[src/rtl/pfu_pkg.sv]
package pfu_pkg;

  typedef enum logic [3:0] {
    OP_ADD  = 4'd0,
    OP_SUB  = 4'd1,
    OP_AND  = 4'd2,
    OP_OR   = 4'd3,
    OP_XOR  = 4'd4,
    OP_SHL  = 4'd5,
    OP_SHR  = 4'd6,
    OP_SRA  = 4'd7,
    OP_MUL  = 4'd8,
    OP_PASS = 4'd9,
    OP_INV  = 4'd10,
    OP_SLT  = 4'd11,
    OP_PEQ  = 4'd12,
    OP_PLT  = 4'd13,
    OP_PLTU = 4'd14,
    OP_SLTU = 4'd15
  } fu_op_e;

  function automatic logic op_is_pred(fu_op_e op);
    return (op == OP_PEQ) || (op == OP_PLT) || (op == OP_PLTU);
  endfunction

endpackage

[src/rtl/pfu_decode.sv]
module pfu_decode
  import pfu_pkg::*;
(
  input  fu_op_e op,
  output logic   is_mul,
  output logic   is_pred
);
  always_comb begin
    is_mul  = (op == OP_MUL);
    is_pred = op_is_pred(op);
  end
endmodule

[src/rtl/pfu_alu.sv]
module pfu_alu
  import pfu_pkg::*;
#(
  parameter int W = 32
) (
  input  fu_op_e         op,
  input  logic [W-1:0]   a,
  input  logic [W-1:0]   b,
  output logic [W-1:0]   res,
  output logic           cmp
);
  localparam int SHW = $clog2(W);

  function automatic logic [W-1:0] word_op(fu_op_e o, logic [W-1:0] x, logic [W-1:0] y);
    logic [SHW-1:0] sh;
    sh = y[SHW-1:0];
    case (o)
      OP_ADD:  return x + y;
      OP_SUB:  return x - y;
      OP_AND:  return x & y;
      OP_OR:   return x | y;
      OP_XOR:  return x ^ y;
      OP_SHL:  return x << sh;
      OP_SHR:  return x >> sh;
      OP_SRA:  return W'($signed(x) >>> sh);
      OP_PASS: return x;
      OP_INV:  return ~x;
      OP_SLT:  return {{(W-1){1'b0}}, ($signed(x) < $signed(y))};
      OP_SLTU: return {{(W-1){1'b0}}, (x < y)};
      default: return '0;
    endcase
  endfunction

  function automatic logic pred_op(fu_op_e o, logic [W-1:0] x, logic [W-1:0] y);
    case (o)
      OP_PEQ:  return x == y;
      OP_PLT:  return $signed(x) < $signed(y);
      OP_PLTU: return x < y;
      default: return 1'b0;
    endcase
  endfunction

  always_comb begin
    res = word_op(op, a, b);
    cmp = pred_op(op, a, b);
  end
endmodule

[src/rtl/pred_fu.sv]
module pred_fu
  import pfu_pkg::*;
#(
  parameter int W = 32
) (
  input  logic         clk,
  input  logic         rst,
  input  logic         issue,
  input  logic         pred,
  input  logic [3:0]   opcode,
  input  logic [W-1:0] src_a,
  input  logic [W-1:0] src_b,
  output logic [W-1:0] dst_data,
  output logic         dst_vld,
  output logic         pdst_t,
  output logic         pdst_f,
  output logic         pdst_vld
);
  // issue-side events
  fu_op_e       op;
  logic         fire;
  logic         dec_mul;
  logic         dec_pred;
  logic [W-1:0] alu_res;
  logic         alu_cmp;

  // first stage
  logic         s1_vld;
  logic         s1_mul;
  logic         s1_pred;
  logic         s1_cmp;
  logic [W-1:0] s1_res;
  logic [W-1:0] s1_a;
  logic [W-1:0] s1_b;

  // second stage events
  logic [W-1:0] mul_lo;
  logic         retire_data;
  logic         retire_pred;

  assign op   = fu_op_e'(opcode);
  assign fire = issue & pred;

  pfu_decode u_dec (
    .op      (op),
    .is_mul  (dec_mul),
    .is_pred (dec_pred)
  );

  pfu_alu #(.W(W)) u_alu (
    .op  (op),
    .a   (src_a),
    .b   (src_b),
    .res (alu_res),
    .cmp (alu_cmp)
  );

  always_ff @(posedge clk) begin
    if (rst) begin
      s1_vld  <= 1'b0;
      s1_mul  <= 1'b0;
      s1_pred <= 1'b0;
      s1_cmp  <= 1'b0;
      s1_res  <= '0;
      s1_a    <= '0;
      s1_b    <= '0;
    end else begin
      s1_vld <= fire;
      if (fire) begin
        s1_mul  <= dec_mul;
        s1_pred <= dec_pred;
        s1_cmp  <= alu_cmp;
        s1_res  <= alu_res;
        s1_a    <= src_a;
        s1_b    <= src_b;
      end
    end
  end

  assign mul_lo      = s1_a * s1_b;
  assign retire_data = s1_vld & ~s1_pred;
  assign retire_pred = s1_vld & s1_pred;

  always_ff @(posedge clk) begin
    if (rst) begin
      dst_data <= '0;
      dst_vld  <= 1'b0;
      pdst_t   <= 1'b0;
      pdst_f   <= 1'b0;
      pdst_vld <= 1'b0;
    end else begin
      dst_vld  <= retire_data;
      pdst_vld <= retire_pred;
      if (retire_data) dst_data <= s1_mul ? mul_lo : s1_res;
      if (retire_pred) begin
        pdst_t <= s1_cmp;
        pdst_f <= ~s1_cmp;
      end
    end
  end
endmodule

[config.mk]
export PLATFORM = sky130hd
export DESIGN_NAME = pred_fu
export DESIGN_NICKNAME = d
export VERILOG_FILES = /design/src/rtl/pfu_pkg.sv /design/src/rtl/pfu_decode.sv /design/src/rtl/pfu_alu.sv /design/src/rtl/pred_fu.sv
export SDC_FILE = /design/constraint.sdc
export NUM_CORES = 2
export LEC_CHECK = 0
export BUFFER_PORTS_ARGS = -buffer_cell sky130_fd_sc_hd__buf_2
export CORE_UTILIZATION = 59
export CTS_CLUSTER_DIAMETER = 30
export CTS_CLUSTER_SIZE = 40
export DETAILED_ROUTE_END_ITERATION = 10
export MAX_ROUTING_LAYER = met4
export PLACE_DENSITY = 0.91
export SLEW_MARGIN = 10
export SYNTH_ARGS = -nofsm -noshare
export SYNTH_HDL_FRONTEND = slang
export SYNTH_SLANG_ARGS = --single-unit
[constraint.sdc]
create_clock -name clk -period 7.4 [get_ports clk]
set_clock_uncertainty 0.2 [all_clocks]
set_input_delay 1.11 -clock clk [delete_from_list [all_inputs] [get_ports clk]]
set_output_delay 1.11 -clock clk [all_outputs]
set_load 0.03 [all_outputs]
==> run summary <==
Run status: complete, no violations
Hold Path Stages: 2
First-pass GRT wire length: 164600 um
Peak Freq: 137.7 MHz
Cells after Synth: 3671
R2R Setup Slk: 0.14 ns
Share of layout cells above drive strength 1: 10.28%
Die ar.: 0.05150 sq mm
Seq cells post-synth: 136
Input/output buffers: 107
WP data arrival: 7.40 ns
LEAKAGE: 14.62 nW
Drt first pass iters: 6
RR Endpoint: dst_data[31]$_SDFFE_PP0P_
CP most frequent cell: fa_1
Die height: 226.9 um
Crit path capture: dst_data[31]$_SDFFE_PP0P_
Gpl congestion: 1.074
Initial Util: 59.62%
Fin. max-slew vios: 0
Crit path from: s1_b[22]$_SDFFE_PP0P_
Overflow after GRT: 0
Slowest CP cell: dfxtp_1
Post-DP HPWL: 83850 um
Largest net degree at the start of global routing: 92
NumNets Final: 4318
# Post-CTS Setup Buffers: 0
Min cycle time layout: 7.261 ns
Slowest Stage Delay on Critical Path: 0.73 ns
Crit share post-route: 98.13%
Vias in the first global route: 27.95k
Post-synth EDFFs: 0
Filler cells: 4098
Initial antenna violation count: 3
CP max FO: 11
Syn Nets: 4373
Final setup fails: 0
Power Dens Cells: 94.35 mW/mm^2
Vias per inst: 6.527
Setup crit end kind: register
Min-Delay Path Class: reg2reg
CTS max path bufs: 2
Yosys warnings: 0
Setup TNS: 0 ns
Seq/Total Area, Yosys: 9.121%
Core Rows: 82
Area growth syn-to-layout: 5.860%
Clock Latency Late Sink: 0.44 ns
Slew HR: 11.30%
Avg Inst Size Synth: 8.132 sq um
Worst setup SP type: register
CORE AREA: 0.05007 sq mm
DRT antenna net count: 0
Max IR drop VDD: 0.0001721 V
Final hold vios: 0
Post-synth top flop: dfxtp_1
DRT iter0 DRCs: 3367
Top Ports: 108
Vias: 28.10k
R2r startpoint: s1_b[22]$_SDFFE_PP0P_
TritonCTS clock tree: built
Register area: 0.002750 sq mm
Number of remaining DRC errors: 0
CP required: 7.54 ns
Synth async-reset ratio: 0%
Clk pin slew, worst setup/hold paths: 0.06 ns
Worst path cell trace: and2_1 > fa_1 > inv_1 > fa_1 > fa_1 > inv_1 > fa_1 > inv_1 > fa_1 > fa_1 > fa_1 > fa_1 > xnor2_1 > xnor2_1 > xnor2_1 > xnor2_1 > xnor2_1 > xnor3_1 > xnor2_1 > nand2_1 > a211oi_1
Final WL: 108100 um
Cell area after synthesis: 0.02985 sq mm
H-tree depth: 4
Worst Max-Slew Pin Slew: 1.319 ns
Netlist cell types: 90
R2r worst-path depth: 21
Total power: 0.002981 W
WL per Instance: 25.11 um
Die W: 226.9 um
Clk sink count: 136
Max_cap viols: 0
Total CTS buffers: 17
Clock root cell: clkbuf_16
RSZ-0062 raised after global routing: false
Area of the multi-input gates: 0.02428 sq mm
WS Path Type: reg2reg
Total GRT Usage: 44.32%
-- cell families after synthesis --
kind of cell	Yosys count	share of synthesized area [%]
XOR/XNOR	86	2.569
adder cells (fa/ha/maj)	630	36.72
flip-flops	136	9.121
buffers and inverters	765	9.850
AO/OA/AOI/OAI	696	15.29
AND/OR/NAND/NOR	1242	19.86
multiplexers	116	6.589
-- registers in the layout, indices dropped and copies added, names as in the netlist --
register / flops
dst_data: 32
dst_vld: 1
pdst_f: 1
pdst_t: 1
pdst_vld: 1
s1_a: 32
s1_b: 32
s1_cmp: 1
s1_mul: 1
s1_pred: 1
s1_res: 32
s1_vld: 1
-- power by group --
part / leakage (nW) / internal (W) / switching (W)
clock: 0.253 / 0.000451 / 0.000357
sequential: 1.12 / 0.000768 / 0.0000640
combinational: 13.2 / 0.000476 / 0.000866
-- routing by layer --
layer / GRT usage (%) / share of wire (%)
met1: 52.10 / 35
met2: 64.64 / 43
met3: 10.91 / 12
met4: 35.81 / 9.6
met5: - / 0
-- critical path, delay by kind of cell (launching register included) --
kind,cells,cell delay [ns]
AO/OA/AOI/OAI,1,0.23
XOR/XNOR,7,1.64
adder cells (fa/ha/maj),8,3.77
buffers and inverters,3,0.22
flip-flops,1,0.73
AND/OR/NAND/NOR,2,0.35
-- placed cells by master (no fill, tap or decap), drive strengths merged, types with 11 or more instances in the layout --
master  synthesis  routed
a211o          12      12
a211oi         43      43
a21o           28      28
a21oi         213     213
a221o          12      12
a221oi         32      32
a22oi          23      23
a311oi         11      11
a31oi          16      16
and2          320     320
and3           17      17
buf            47     211
clkbuf        238      21
dfxtp         136     136
fa            410     410
ha            220     220
inv           479     483
mux2i          48      48
mux4           64      64
nand2         495     495
nand2b         18      18
nand3          32      32
nor2          220     220
nor2b          16      16
nor3           51      51
nor4           15      15
o211ai         25      25
o21a           14      14
o21ai         143     143
o21bai         14      14
o31ai          18      18
or3            20      20
xnor2          65      65
xor2           20      20
-- worst min-delay path by stage --
stage | start | end
finish | dst_data[11]$_SDFFE_PP0P_ | dst_data[11]$_SDFFE_PP0P_
detailed placement | dst_data[11]$_SDFFE_PP0P_ | dst_data[11]$_SDFFE_PP0P_
CTS | dst_data[11]$_SDFFE_PP0P_ | dst_data[11]$_SDFFE_PP0P_
global placement | s1_res[12]$_SDFFE_PP0P_ | s1_res[12]$_SDFFE_PP0P_
floorplan | s1_res[23]$_SDFFE_PP0P_ | s1_res[23]$_SDFFE_PP0P_
global route | s1_b[31]$_SDFFE_PP0P_ | s1_b[31]$_SDFFE_PP0P_
-- cell usage after synthesis (all sizes together), types with 20 or more instances --
cell / n / share of area, %
nand2: 495 / 6.2
inv: 479 / 6.0
fa: 410 / 27
and2: 320 / 6.7
clkbuf: 238 / 3.0
ha: 220 / 9.2
nor2: 220 / 2.8
a21oi: 213 / 3.6
o21ai: 143 / 2.4
dfxtp: 136 / 9.1
xnor2: 65 / 1.9
mux4: 64 / 4.8
nor3: 51 / 0.86
mux2i: 48 / 1.6
buf: 47 / 0.82
a211oi: 43 / 1.1
a221oi: 32 / 0.96
nand3: 32 / 0.54
a21o: 28 / 0.71
o211ai: 25 / 0.63
a22oi: 23 / 0.58
or3: 20 / 0.42
xor2: 20 / 0.59
-- cell type report --
type	instances	share of cell area (%)
Antenna cell	4	0.03168
Clock buffer	21	1.457
Clock inverter	11	0.2851
Inverter	480	5.702
Multi-Input combinational cell	2770	76.85
Sequential cell	136	8.703
Tap cell	672	2.661
Timing Repair Buffer	211	4.312
-- metrics by stage --
step / area (sq um) / util [%] / setup WS (ns) / hold slack, ns / instances
2_1_floorplan: 29850 / - / 0.3447 / 0.2185 / 3671
3_5_place_dp: 30970 / 61.86 / 0.07819 / 0.2483 / 4269
5_1_grt: 31600 / 63.11 / 0.001938 / 0.2762 / 4304
6_report: 31600 / 63.11 / 0.1386 / 0.2565 / 4305
4_1_cts: 31520 / 62.96 / 0.07376 / 0.2583 / 4301
3_3_place_gp: 30970 / 61.86 / 0.2638 / 0.2399 / 4269
-- timing repair --
action / CTS / global route
setup endpoints to repair: 0 / 8
resized for setup: 0 / 31
hold buffers: 0 / 0
(Power assumes the default switching activity.)
